File: src/rtl/eye_trainer_pkg.sv
package eye_trainer_pkg;
  typedef enum logic [3:0] {
    S_IDLE,
    S_ZERO,
    S_WAIT_REF,
    S_MEAS_START,
    S_MEAS_WAIT,
    S_STEP,
    S_RETURN,
    S_DONE,
    S_FAIL
  } train_state_t;

  typedef enum logic [1:0] {
    P_IDLE,
    P_SETTLE,
    P_REF,
    P_CMP
  } grade_phase_t;
endpackage

File: src/rtl/et_reset_sync.sv
module et_reset_sync (
  input  logic clk,
  input  logic rst_n,
  output logic rst_n_sync
);
  logic stage_q;

  always_ff @(posedge clk or negedge rst_n) begin
    if (!rst_n) begin
      stage_q    <= 1'b0;
      rst_n_sync <= 1'b0;
    end else begin
      stage_q    <= 1'b1;
      rst_n_sync <= stage_q;
    end
  end
endmodule

File: src/rtl/et_tap_tracker.sv
module et_tap_tracker #(
  parameter int TAPS  = 64,
  parameter int TAP_W = $clog2(TAPS)
) (
  input  logic             clk,
  input  logic             rst_n,
  input  logic             inc_req,
  input  logic             dec_req,
  output logic [TAP_W-1:0] tap_q,
  output logic             ce_q,
  output logic             dir_q
);
  localparam logic [TAP_W-1:0] TAP_MAX = TAP_W'(TAPS - 1);

  logic [TAP_W-1:0] tap_d;
  logic             ce_d;
  logic             dir_d;

  always_comb begin
    tap_d = tap_q;
    ce_d  = 1'b0;
    dir_d = dir_q;
    if (inc_req && (tap_q != TAP_MAX)) begin
      tap_d = tap_q + 1'b1;
      ce_d  = 1'b1;
      dir_d = 1'b1;
    end else if (dec_req && (tap_q != '0)) begin
      tap_d = tap_q - 1'b1;
      ce_d  = 1'b1;
      dir_d = 1'b0;
    end
  end

  always_ff @(posedge clk or negedge rst_n) begin
    if (!rst_n) begin
      tap_q <= '0;
      ce_q  <= 1'b0;
      dir_q <= 1'b0;
    end else begin
      tap_q <= tap_d;
      ce_q  <= ce_d;
      dir_q <= dir_d;
    end
  end

  a_r3_step_up: assert property (@(posedge clk) disable iff (!rst_n)
    (ce_q && dir_q) |-> (tap_q == $past(tap_q) + 1'b1));
  a_r3_step_down: assert property (@(posedge clk) disable iff (!rst_n)
    (ce_q && !dir_q) |-> ($past(tap_q) != '0 && tap_q == $past(tap_q) - 1'b1));
  a_r3_hold: assert property (@(posedge clk) disable iff (!rst_n)
    !ce_q |-> $stable(tap_q));
endmodule

File: src/rtl/et_stability_grader.sv
module et_stability_grader
  import eye_trainer_pkg::*;
#(
  parameter int SETTLE = 4,
  parameter int WINDOW = 16
) (
  input  logic clk,
  input  logic rst_n,
  input  logic start_i,
  input  logic bit_i,
  output logic valid_o,
  output logic stable_o
);
  localparam int CNT_MAX = (SETTLE > WINDOW) ? SETTLE : WINDOW;
  localparam int CW      = $clog2(CNT_MAX + 1);
  localparam logic [CW-1:0] SETTLE_LAST = CW'(SETTLE - 1);
  localparam logic [CW-1:0] WINDOW_LAST = CW'(WINDOW - 1);

  grade_phase_t phase_q, phase_d;
  logic [CW-1:0] cnt_q, cnt_d;
  logic          prev_q, prev_d;
  logic          err_q, err_d;
  logic          valid_d, stable_d;
  logic          repeat_now;

  assign repeat_now = (bit_i == prev_q);

  always_comb begin
    phase_d  = phase_q;
    cnt_d    = cnt_q;
    prev_d   = prev_q;
    err_d    = err_q;
    valid_d  = 1'b0;
    stable_d = stable_o;
    if (start_i) begin
      phase_d = P_SETTLE;
      cnt_d   = '0;
    end else begin
      case (phase_q)
        P_SETTLE: begin
          if (cnt_q == SETTLE_LAST) phase_d = P_REF;
          else cnt_d = cnt_q + 1'b1;
        end
        P_REF: begin
          prev_d  = bit_i;
          err_d   = 1'b0;
          cnt_d   = '0;
          phase_d = P_CMP;
        end
        P_CMP: begin
          prev_d = bit_i;
          err_d  = err_q | repeat_now;
          if (cnt_q == WINDOW_LAST) begin
            valid_d  = 1'b1;
            stable_d = !(err_q | repeat_now);
            phase_d  = P_IDLE;
          end else begin
            cnt_d = cnt_q + 1'b1;
          end
        end
        default: ;
      endcase
    end
  end

  always_ff @(posedge clk or negedge rst_n) begin
    if (!rst_n) begin
      phase_q  <= P_IDLE;
      cnt_q    <= '0;
      prev_q   <= 1'b0;
      err_q    <= 1'b0;
      valid_o  <= 1'b0;
      stable_o <= 1'b0;
    end else begin
      phase_q  <= phase_d;
      cnt_q    <= cnt_d;
      prev_q   <= prev_d;
      err_q    <= err_d;
      valid_o  <= valid_d;
      stable_o <= stable_d;
    end
  end

  a_r4_verdict_after_window: assert property (@(posedge clk) disable iff (!rst_n)
    valid_o |-> ($past(phase_q) == P_CMP));
  a_r4_repeat_is_unstable: assert property (@(posedge clk) disable iff (!rst_n)
    (phase_q == P_CMP && !start_i && repeat_now && cnt_q == WINDOW_LAST) |=> (valid_o && !stable_o));
endmodule

File: src/rtl/eye_trainer.sv
module eye_trainer
  import eye_trainer_pkg::*;
#(
  parameter int TAPS   = 64,
  parameter int SETTLE = 4,
  parameter int WINDOW = 16,
  parameter int TAP_W  = $clog2(TAPS)
) (
  input  logic             clk,
  input  logic             rst_n,
  input  logic             start,
  input  logic             ref_ready,
  input  logic             sample_bit,
  output logic             tap_ce,
  output logic             tap_inc,
  output logic [TAP_W-1:0] tap_value,
  output logic             done,
  output logic             error
);
  localparam logic [TAP_W-1:0] TAP_MAX = TAP_W'(TAPS - 1);

  logic rst_ns;
  logic inc_req, dec_req;
  logic grade_start, grade_valid, grade_stable;
  logic [TAP_W-1:0] tap_q;

  train_state_t st_q, st_d;
  logic [TAP_W-1:0] e1_q, e1_d, e2_q, e2_d;
  logic [TAP_W-1:0] fb1_q, fb1_d, fb2_q, fb2_d;
  logic [TAP_W-1:0] target_q, target_d;
  logic have_q, have_d, prov_q, prov_d, seen_q, seen_d;
  logic closed_q, closed_d, hasfb_q, hasfb_d, fail_q, fail_d;

  et_reset_sync u_rst (
    .clk        (clk),
    .rst_n      (rst_n),
    .rst_n_sync (rst_ns)
  );

  et_tap_tracker #(.TAPS(TAPS), .TAP_W(TAP_W)) u_tap (
    .clk     (clk),
    .rst_n   (rst_ns),
    .inc_req (inc_req),
    .dec_req (dec_req),
    .tap_q   (tap_q),
    .ce_q    (tap_ce),
    .dir_q   (tap_inc)
  );

  et_stability_grader #(.SETTLE(SETTLE), .WINDOW(WINDOW)) u_grade (
    .clk      (clk),
    .rst_n    (rst_ns),
    .start_i  (grade_start),
    .bit_i    (sample_bit),
    .valid_o  (grade_valid),
    .stable_o (grade_stable)
  );

  function automatic logic [TAP_W-1:0] mid(input logic [TAP_W-1:0] a, input logic [TAP_W-1:0] b);
    logic [TAP_W:0] s;
    s = {1'b0, a} + {1'b0, b};
    return s[TAP_W:1];
  endfunction

  always_comb begin
    st_d        = st_q;
    e1_d        = e1_q;
    e2_d        = e2_q;
    fb1_d       = fb1_q;
    fb2_d       = fb2_q;
    target_d    = target_q;
    have_d      = have_q;
    prov_d      = prov_q;
    seen_d      = seen_q;
    closed_d    = closed_q;
    hasfb_d     = hasfb_q;
    fail_d      = fail_q;
    inc_req     = 1'b0;
    dec_req     = 1'b0;
    grade_start = 1'b0;
    if (start) begin
      st_d     = S_ZERO;
      have_d   = 1'b0;
      prov_d   = 1'b0;
      seen_d   = 1'b0;
      closed_d = 1'b0;
      hasfb_d  = 1'b0;
      fail_d   = 1'b0;
    end else begin
      case (st_q)
        S_ZERO: begin
          if (tap_q != '0) dec_req = 1'b1;
          else st_d = S_WAIT_REF;
        end
        S_WAIT_REF: begin
          if (ref_ready) st_d = S_MEAS_START;
        end
        S_MEAS_START: begin
          grade_start = 1'b1;
          st_d        = S_MEAS_WAIT;
        end
        S_MEAS_WAIT: begin
          if (grade_valid) begin
            if (grade_stable) begin
              if (!have_q) begin
                have_d = 1'b1;
                e1_d   = tap_q;
                e2_d   = tap_q;
                prov_d = !seen_q;
              end else if (!closed_q) begin
                e2_d = tap_q;
              end
            end else begin
              seen_d = 1'b1;
              if (have_q && !closed_q) begin
                if (prov_q) begin
                  fb1_d   = e1_q;
                  fb2_d   = e2_q;
                  hasfb_d = 1'b1;
                  have_d  = 1'b0;
                  prov_d  = 1'b0;
                end else begin
                  closed_d = 1'b1;
                end
              end
            end
            if (closed_d) begin
              target_d = mid(e1_d, e2_d);
              st_d     = S_RETURN;
            end else if (tap_q == TAP_MAX) begin
              st_d = S_RETURN;
              if (have_d) target_d = mid(e1_d, e2_d);
              else if (hasfb_d) target_d = mid(fb1_d, fb2_d);
              else begin
                target_d = '0;
                fail_d   = 1'b1;
              end
            end else begin
              st_d = S_STEP;
            end
          end
        end
        S_STEP: begin
          inc_req = 1'b1;
          st_d    = S_MEAS_START;
        end
        S_RETURN: begin
          if (tap_q > target_q) dec_req = 1'b1;
          else st_d = fail_q ? S_FAIL : S_DONE;
        end
        default: ;
      endcase
    end
  end

  always_ff @(posedge clk or negedge rst_ns) begin
    if (!rst_ns) begin
      st_q     <= S_IDLE;
      e1_q     <= '0;
      e2_q     <= '0;
      fb1_q    <= '0;
      fb2_q    <= '0;
      target_q <= '0;
      have_q   <= 1'b0;
      prov_q   <= 1'b0;
      seen_q   <= 1'b0;
      closed_q <= 1'b0;
      hasfb_q  <= 1'b0;
      fail_q   <= 1'b0;
    end else begin
      st_q     <= st_d;
      e1_q     <= e1_d;
      e2_q     <= e2_d;
      fb1_q    <= fb1_d;
      fb2_q    <= fb2_d;
      target_q <= target_d;
      have_q   <= have_d;
      prov_q   <= prov_d;
      seen_q   <= seen_d;
      closed_q <= closed_d;
      hasfb_q  <= hasfb_d;
      fail_q   <= fail_d;
    end
  end

  assign tap_value = tap_q;
  assign done      = (st_q == S_DONE);
  assign error     = (st_q == S_FAIL);

  a_r2_no_step_unready: assert property (@(posedge clk) disable iff (!rst_ns)
    (st_q == S_WAIT_REF) |=> !tap_ce);
  a_r8_return_only_down: assert property (@(posedge clk) disable iff (!rst_ns)
    ($past(st_q) == S_RETURN && tap_ce) |-> !tap_inc);
  a_r9_fail_at_zero: assert property (@(posedge clk) disable iff (!rst_ns)
    error |-> (tap_value == '0 && !done));
  a_r10_start_clears: assert property (@(posedge clk) disable iff (!rst_ns)
    start |=> (!done && !error));
  a_r6_edges_ordered: assert property (@(posedge clk) disable iff (!rst_ns)
    done |-> (e1_q <= e2_q || hasfb_q));
endmodule

File: config.mk
export PLATFORM = sky130hd
export DESIGN_NAME = eye_trainer
export DESIGN_NICKNAME = d
export VERILOG_FILES = /design/src/rtl/eye_trainer_pkg.sv /design/src/rtl/et_reset_sync.sv /design/src/rtl/et_tap_tracker.sv /design/src/rtl/et_stability_grader.sv /design/src/rtl/eye_trainer.sv
export SDC_FILE = /design/constraint.sdc
export NUM_CORES = 1
export LEC_CHECK = 0
export BUFFER_PORTS_ARGS = -buffer_cell sky130_fd_sc_hd__buf_2
export CAP_MARGIN = 20
export CORE_ASPECT_RATIO = 0.9
export CORE_MARGIN = 3
export CORE_UTILIZATION = 39
export DETAILED_ROUTE_END_ITERATION = 8
export HOLD_SLACK_MARGIN = 0.06
export PLACE_DENSITY = 0.55
export SLEW_MARGIN = 20
export SYNTH_ARGS = -nofsm -noshare
export SYNTH_HDL_FRONTEND = slang
export SYNTH_SLANG_ARGS = --single-unit
File: constraint.sdc
create_clock -name clk -period 2.2 [get_ports clk]
set_clock_uncertainty 0.15 [all_clocks]
set_input_delay 0.22 -clock clk [delete_from_list [all_inputs] [get_ports clk]]
set_output_delay 0.22 -clock clk [all_outputs]
set_load 0.1 [all_outputs]
; ---- Word-level counts from Yosys, hierarchy flattened
; Index checks and enable logic that the tools add are counted.
[totals]
regBits = 61
input_bits = 5
output_inout_bits = 10
wordCells = 196
[classes]
n_addsub = 5
order_cmp = 1
n_eq_ne = 29
n_mux = 106
bitwise_logic = 3
reduce_logical = 29
[op_table]
columns = operator, count
row1 = 6-bit 2-to-1 mux, 29
row2 = 1-bit 2-to-1 mux, 58
row3 = 4-bit 2-to-1 mux, 6
row4 = 4-bit case mux with 6 select lines, 1
row5 = 3-bit != test (second input constant), 6
row6 = 4-bit by 3-bit == test with 1-bit output (second input constant), 4
row7 = 5-bit 2-to-1 mux, 3
row8 = 5-bit case mux with 3 select lines, 1
row9 = 3-bit AND reduction, 5
row10 = 6-bit by 6-bit adder with 7-bit output, 2
row11 = 2-bit nonzero test, 6
row12 = 2-bit 2-to-1 mux, 5
row13 = 3-bit by 2-bit != test with 1-bit output (second input constant), 3
row14 = 4-bit by 2-bit == test with 1-bit output (second input constant), 2
row15 = 2-bit != test (second input constant), 4
row16 = 4-bit AND reduction, 2
row17 = 7-bit nonzero test, 1
row18 = 6-bit by 1-bit adder with 6-bit output (second input constant), 1
row19 = 6-bit == test (second input constant), 1
row20 = 6-bit greater-than comparator, 1
row21 = 6-bit != test (second input constant), 1
row22 = 2-bit case mux with 3 select lines, 1
row23 = 2-bit AND reduction, 3
row24 = 6-bit AND reduction, 1
row25 = 19 further kinds, 26

; ---- Depth between registers and ports, before layout
[logic_depth]
depth_word = 14
mapped_depth = 13
depth_no_buf = 10

; ---- Cells and area by module
; From an unflattened synthesis, not the netlist that was laid out.
[unflattened]
cells_unflattened = 385
hier_area_um2 = 3947.5
[by_module_without_submodules]
columns = mod, instances, cells_per_inst, area_per_inst_um2, seq_area_each_um2
row1 = eye_trainer, 1, 277, 2747.6, 1001.0
row2 = et_stability_grader, 1, 64, 633.1, 275.3
row3 = et_tap_tracker, 1, 41, 513.0, 200.2
row4 = et_reset_sync, 1, 3, 53.8, 50.0

; ---- Worst setup path after synthesis
; OpenSTA, ideal clock, no wires.
[synth_timing]
kind = register -> output
startpoint = register st_q[2]
endpoint = output port error
arrival_ps = 3485
t_required_ps = 1830
setup_slack_ps = -1655
path_stages_with_launch = 3
n_path_buf = 1
cell_sequence = dfrtp_1 > clkbuf_1 > nor4_1
[synth_between]
elab_chain_len = 1
[synth_lines]
columns = item, line_no
row1 = from (decl), eye_trainer.sv:27  ; train_state_t st_q, st_d;
row2 = from (signal assigned), eye_trainer.sv:171  ; st_q <= st_d;
row3 = 4-bit == test, eye_trainer.sv:188  ; assign error = (st_q == S_FAIL);
row4 = to (decl), eye_trainer.sv:18  ; output logic error
; Every way passes these cells.

; ---- Final worst setup path
[layout_timing]
startpoint = register u_grade.stable_o
endpoint = register target_q[5]
[layout_between]
elab_chain_len = 9
word_cells_on_any_way = 36
cone_classes = 2 x add/sub / 32 x mux / 2 x reduce/logical
[layout_lines]
columns = item, line_no
row1 = from (decl), et_stability_grader.sv:12  ; output logic stable_o
row2 = from (signal assigned), et_stability_grader.sv:80  ; stable_o <= stable_d;
row3 = 6-bit 2-to-1 mux, eye_trainer.sv:104  ; if (grade_stable) begin
row4 = 6-bit 2-to-1 mux, eye_trainer.sv:103  ; if (grade_valid) begin
row5 = 6-bit 2-to-1 mux, eye_trainer.sv:90  ; case (st_q)
row6 = 6-bit 2-to-1 mux, eye_trainer.sv:81  ; if (start) begin
row7 = 6-bit by 6-bit adder with 7-bit output, eye_trainer.sv:61  ; s = {1'b0, a} + {1'b0, b};
row8 = 6-bit 2-to-1 mux, eye_trainer.sv:133  ; else if (hasfb_d) target_d = mid(fb1_d, fb2_d);
row9 = 6-bit 2-to-1 mux, eye_trainer.sv:132  ; if (have_d) target_d = mid(e1_d, e2_d);
row10 = 6-bit 2-to-1 mux, eye_trainer.sv:130  ; end else if (tap_q == TAP_MAX) begin
row11 = 6-bit 2-to-1 mux, eye_trainer.sv:127  ; if (closed_d) begin
row12 = to (signal assigned), eye_trainer.sv:176  ; target_q <= target_d;
row13 = to (decl), eye_trainer.sv:30  ; logic [TAP_W-1:0] target_q, target_d;
; Parallel ways exist; a longest one is shown, timed or not. The select of a mux whose other input is x is not followed.
; A chain may end at the register's enable or synchronous reset.

==> results.yml <==
power_and_ir_drop:
  pwr-share-comb_pct: 57.3
  pwr-share-seq_pct: 26.5
  p_sw_uw: 2470
  irDropWorstVdd_v: 0.00105
  p_clk_share_pct: 16.2
  switching_share_pct: 43.7
  p_leak_uw: 0.00238
  intPower_uw: 3180
  power_density_mw_per_mm2: 1060
yosys:
  synth_edf_count: 0
  ys.flop_type: "dfrtp_1"
  synthCells: 382
  synth_fp_nets: 412
  synth_warnings: 0
  ys_seq_area_share_pct: 39.7
  yosysUniqueCellTypes: 64
  syn_avg_cell_area_um2: 10.1
  ys_ff_latch: 61
  synth_area_mm2: 0.00384
  ys_async_sr_fraction_pct: 100
floorplan:
  dieArea_mm2: 0.0111
  rows: 33
  ios: 15
  die_h_um: 100
  die-width_um: 111
  start_util_pct: 41.0
  core_mm2: 0.00937
cells_and_area:
  final_common_cell: "buf_4"
  layout_common_cells: "buf_4 (80), dfrtp_1 (53), nor2_1 (46), mux2_2 (30), nand2_1 (30)"
  utilization_pct: 56.9
  fin_nets: 513
  syn_to_final_growth_pct: 38.7
  nFillCells: 801
  antenna_cells: 0
  instances_no_fill: 610
  drive_above_1_share_pct: 46.3
placed_design:
  dp.cells: 574
  hpwlAfterDp_um: 6620
  numPortBuffers: 14
  place_congestion: 0.869
global_route:
  grt_pass1_wl_um: 16100
  antenna_found_initial: 0
  grt-ovfl-total: 0
  grtUsageTotal_pct: 18.0
  grt_start_max_net_pins: 60
  grt_pass1_vias: 3280
timing:
  setup_viol: 9
  grt_setup_unrepaired: "yes"
  finalMaxSlewViolations: 0
  fin_ws_ns: -0.607
  finalCriticalPeriod_ns: 2.81
  min_period_over_period_pct: 128
  clock.fmax_mhz: 356
  hold_viol_final: 0
worst_setup_path:
  startpoint: "u_grade.stable_o$_DFFE_PN0P_"
  reg2reg_to: "target_q[5]$_DFFE_PN0P_"
  r2r_slack_ns: -0.61
  r2r_start: "u_grade.stable_o$_DFFE_PN0P_"
  worstPathArrival_ns: 2.89
  crit_required_ns: 2.28
  crit_fanout: 6
  start_kind: "flop"
  crit_path_end: "target_q[5]$_DFFE_PN0P_"
  criticalPathCategory: "reg2reg"
  crit_path_end_kind: "flop"
  reg2reg_depth: 10
routing:
  drc_errors: 0
  drt_iter0_drc: 183
  wl_per_cell_um: 15.1
  finalWirelength_um: 9240
  antenna_left: 0
  first_pass_iters: 4
  vias: 3158
  vias_per_cell: 5.18
cts:
  cts_buffers: 9
  cts_max_level: 3
  cts_tree: "built"
  cts.path.max_buffers: 2
  root_buffer: "clkbuf_8"
  clk_pin_slew_ns: 0.07
  insertion_delay_ns: 0.35
  numClockSinks: 61
run:
  maxCapViolations: 0
status:
  status: "finished with violations"
  violations: "negative setup slack"
min_path:
  hp-class: "reg2async"
==> per-stage QoR <==
stage	cell area (µm²)	setup TNS, ns	hold slack, ns	setup slack [ns]	power (µW)
after detailed placement	4680	-3.64	-0.142	-0.595	4160
after global placement	4680	-3.45	-0.144	-0.559	4120
after global routing	5330	-4.47	0.127	-0.730	6030
after floorplan	4000	-5.40	-0.226	-0.582	3360
final	5330	-3.01	0.117	-0.607	5650
after CTS	5210	-3.01	0.111	-0.600	5470
==> area by class of cell <==
type / count / area [µm²] / area share, %
sequential: 61 / 1540 / 28.8
clock buffer: 10 / 138 / 2.58
tap: 122 / 153 / 2.86
timing repair buffer: 107 / 833 / 15.6
inverter: 14 / 55.1 / 1.03
multi-input combinational: 290 / 2580 / 48.3
clock inverter: 6 / 38.8 / 0.728
==> routing by layer <==
metal | routed length, µm | vias to the layer above | GRT usage [%]
met5 | 0 | - | 0
met4 | 186 | 0 | 6.25
li1 | - | 1568 | -
met1 | 4580 | 1528 | 24.5
met3 | 268 | 15 | 4.28
met2 | 4210 | 47 | 28.5
==> flip-flops by register name (all words and copies together) (netlist names), 2 cells and up <==
name             count
e1_q                 6
e2_q                 6
fb1_q                6
fb2_q                6
target_q             6
u_tap.tap_q          6
u_grade.cnt_q        5
st_q                 4
u_grade.phase_q      2
==> worst max-delay path: stages (launching register included) <==
cell	delay [ns]
dfrtp_2	0.44
nor4bb_4	0.34
buf_12	0.18
mux2_4	0.32
ha_4	0.26
nor2b_4	0.13
o21ai_2	0.12
nand2b_1	0.08
a21o_1	0.16
a211o_1	0.26
a32o_1	0.25
==> power groups by stage <==
| stage | registers, µW | logic, µW | clock network [µW] |
|---|---|---|---|
| finish | 1490 | 3240 | 917 |
| detailed placement | 1520 | 2640 | 0 |
| CTS | 1490 | 3030 | 953 |
| floorplan | 2060 | 1290 | 0 |
| global route | 1520 | 3500 | 1000 |
| global placement | 1510 | 2610 | 0 |
==> Yosys cell counts, types with 4 or more instances <==
master / instances / area, µm²
nand2_1: 30 / 113
nor2_1: 49 / 184
clkbuf_1: 6 / 22.5
buf_2: 4 / 20.0
dfrtp_1: 61 / 1530
xor2_1: 6 / 52.6
nor2b_1: 5 / 31.3
buf_6: 4 / 45.0
mux2_2: 36 / 405
a21oi_1: 18 / 90.1
xnor2_1: 10 / 87.6
a31oi_1: 6 / 37.5
o21ai_0: 17 / 85.1
ha_1: 22 / 275
inv_1: 14 / 52.6
nand4_1: 6 / 37.5
mux2i_1: 6 / 60.1
a21o_1: 6 / 45.0
nand2b_1: 9 / 56.3
==> how the worst min path moves through the flow <==
stage | cells after the start | endpoint | slack, ns
2_1_floorplan | 0 | u_rst.rst_n_sync$_DFF_PN0_ | -0.23
3_3_place_gp | 1 | u_rst.stage_q$_DFF_PN0_ | -0.14
3_5_place_dp | 1 | u_rst.stage_q$_DFF_PN0_ | -0.14
4_1_cts | 3 | st_q[3]$_DFFE_PN0P_ | 0.11
5_1_grt | 3 | st_q[3]$_DFFE_PN0P_ | 0.13
6_report | 1 | e2_q[4]$_DFFE_PN0P_ | 0.12
==> logic make-up (layout without fill, tap and decap cells) <==
logic type	Yosys count	after routing	share of synthesized area, %
xor+xnor	16	16	3.65
mux	44	44	12.7
simple gates	122	122	15.5
fa+ha+maj	25	25	8.72
compound gates	82	82	15.3
buf+inv	31	137	4.33
flops	61	61	39.7
other cells	1	1	0.0976
==> timing repair <==
item / 4_1_cts / 5_1_grt
cloned: 0 / 0
hold endpoints to repair: 3 / 0
setup endpoints to repair: 16 / 21
pin swaps: 22 / 22
resized for setup: 39 / 20
hold buffers: 3 / 0
buffers inserted: 15 / 5
No activity file was read; power rests on OpenSTA's default activity.
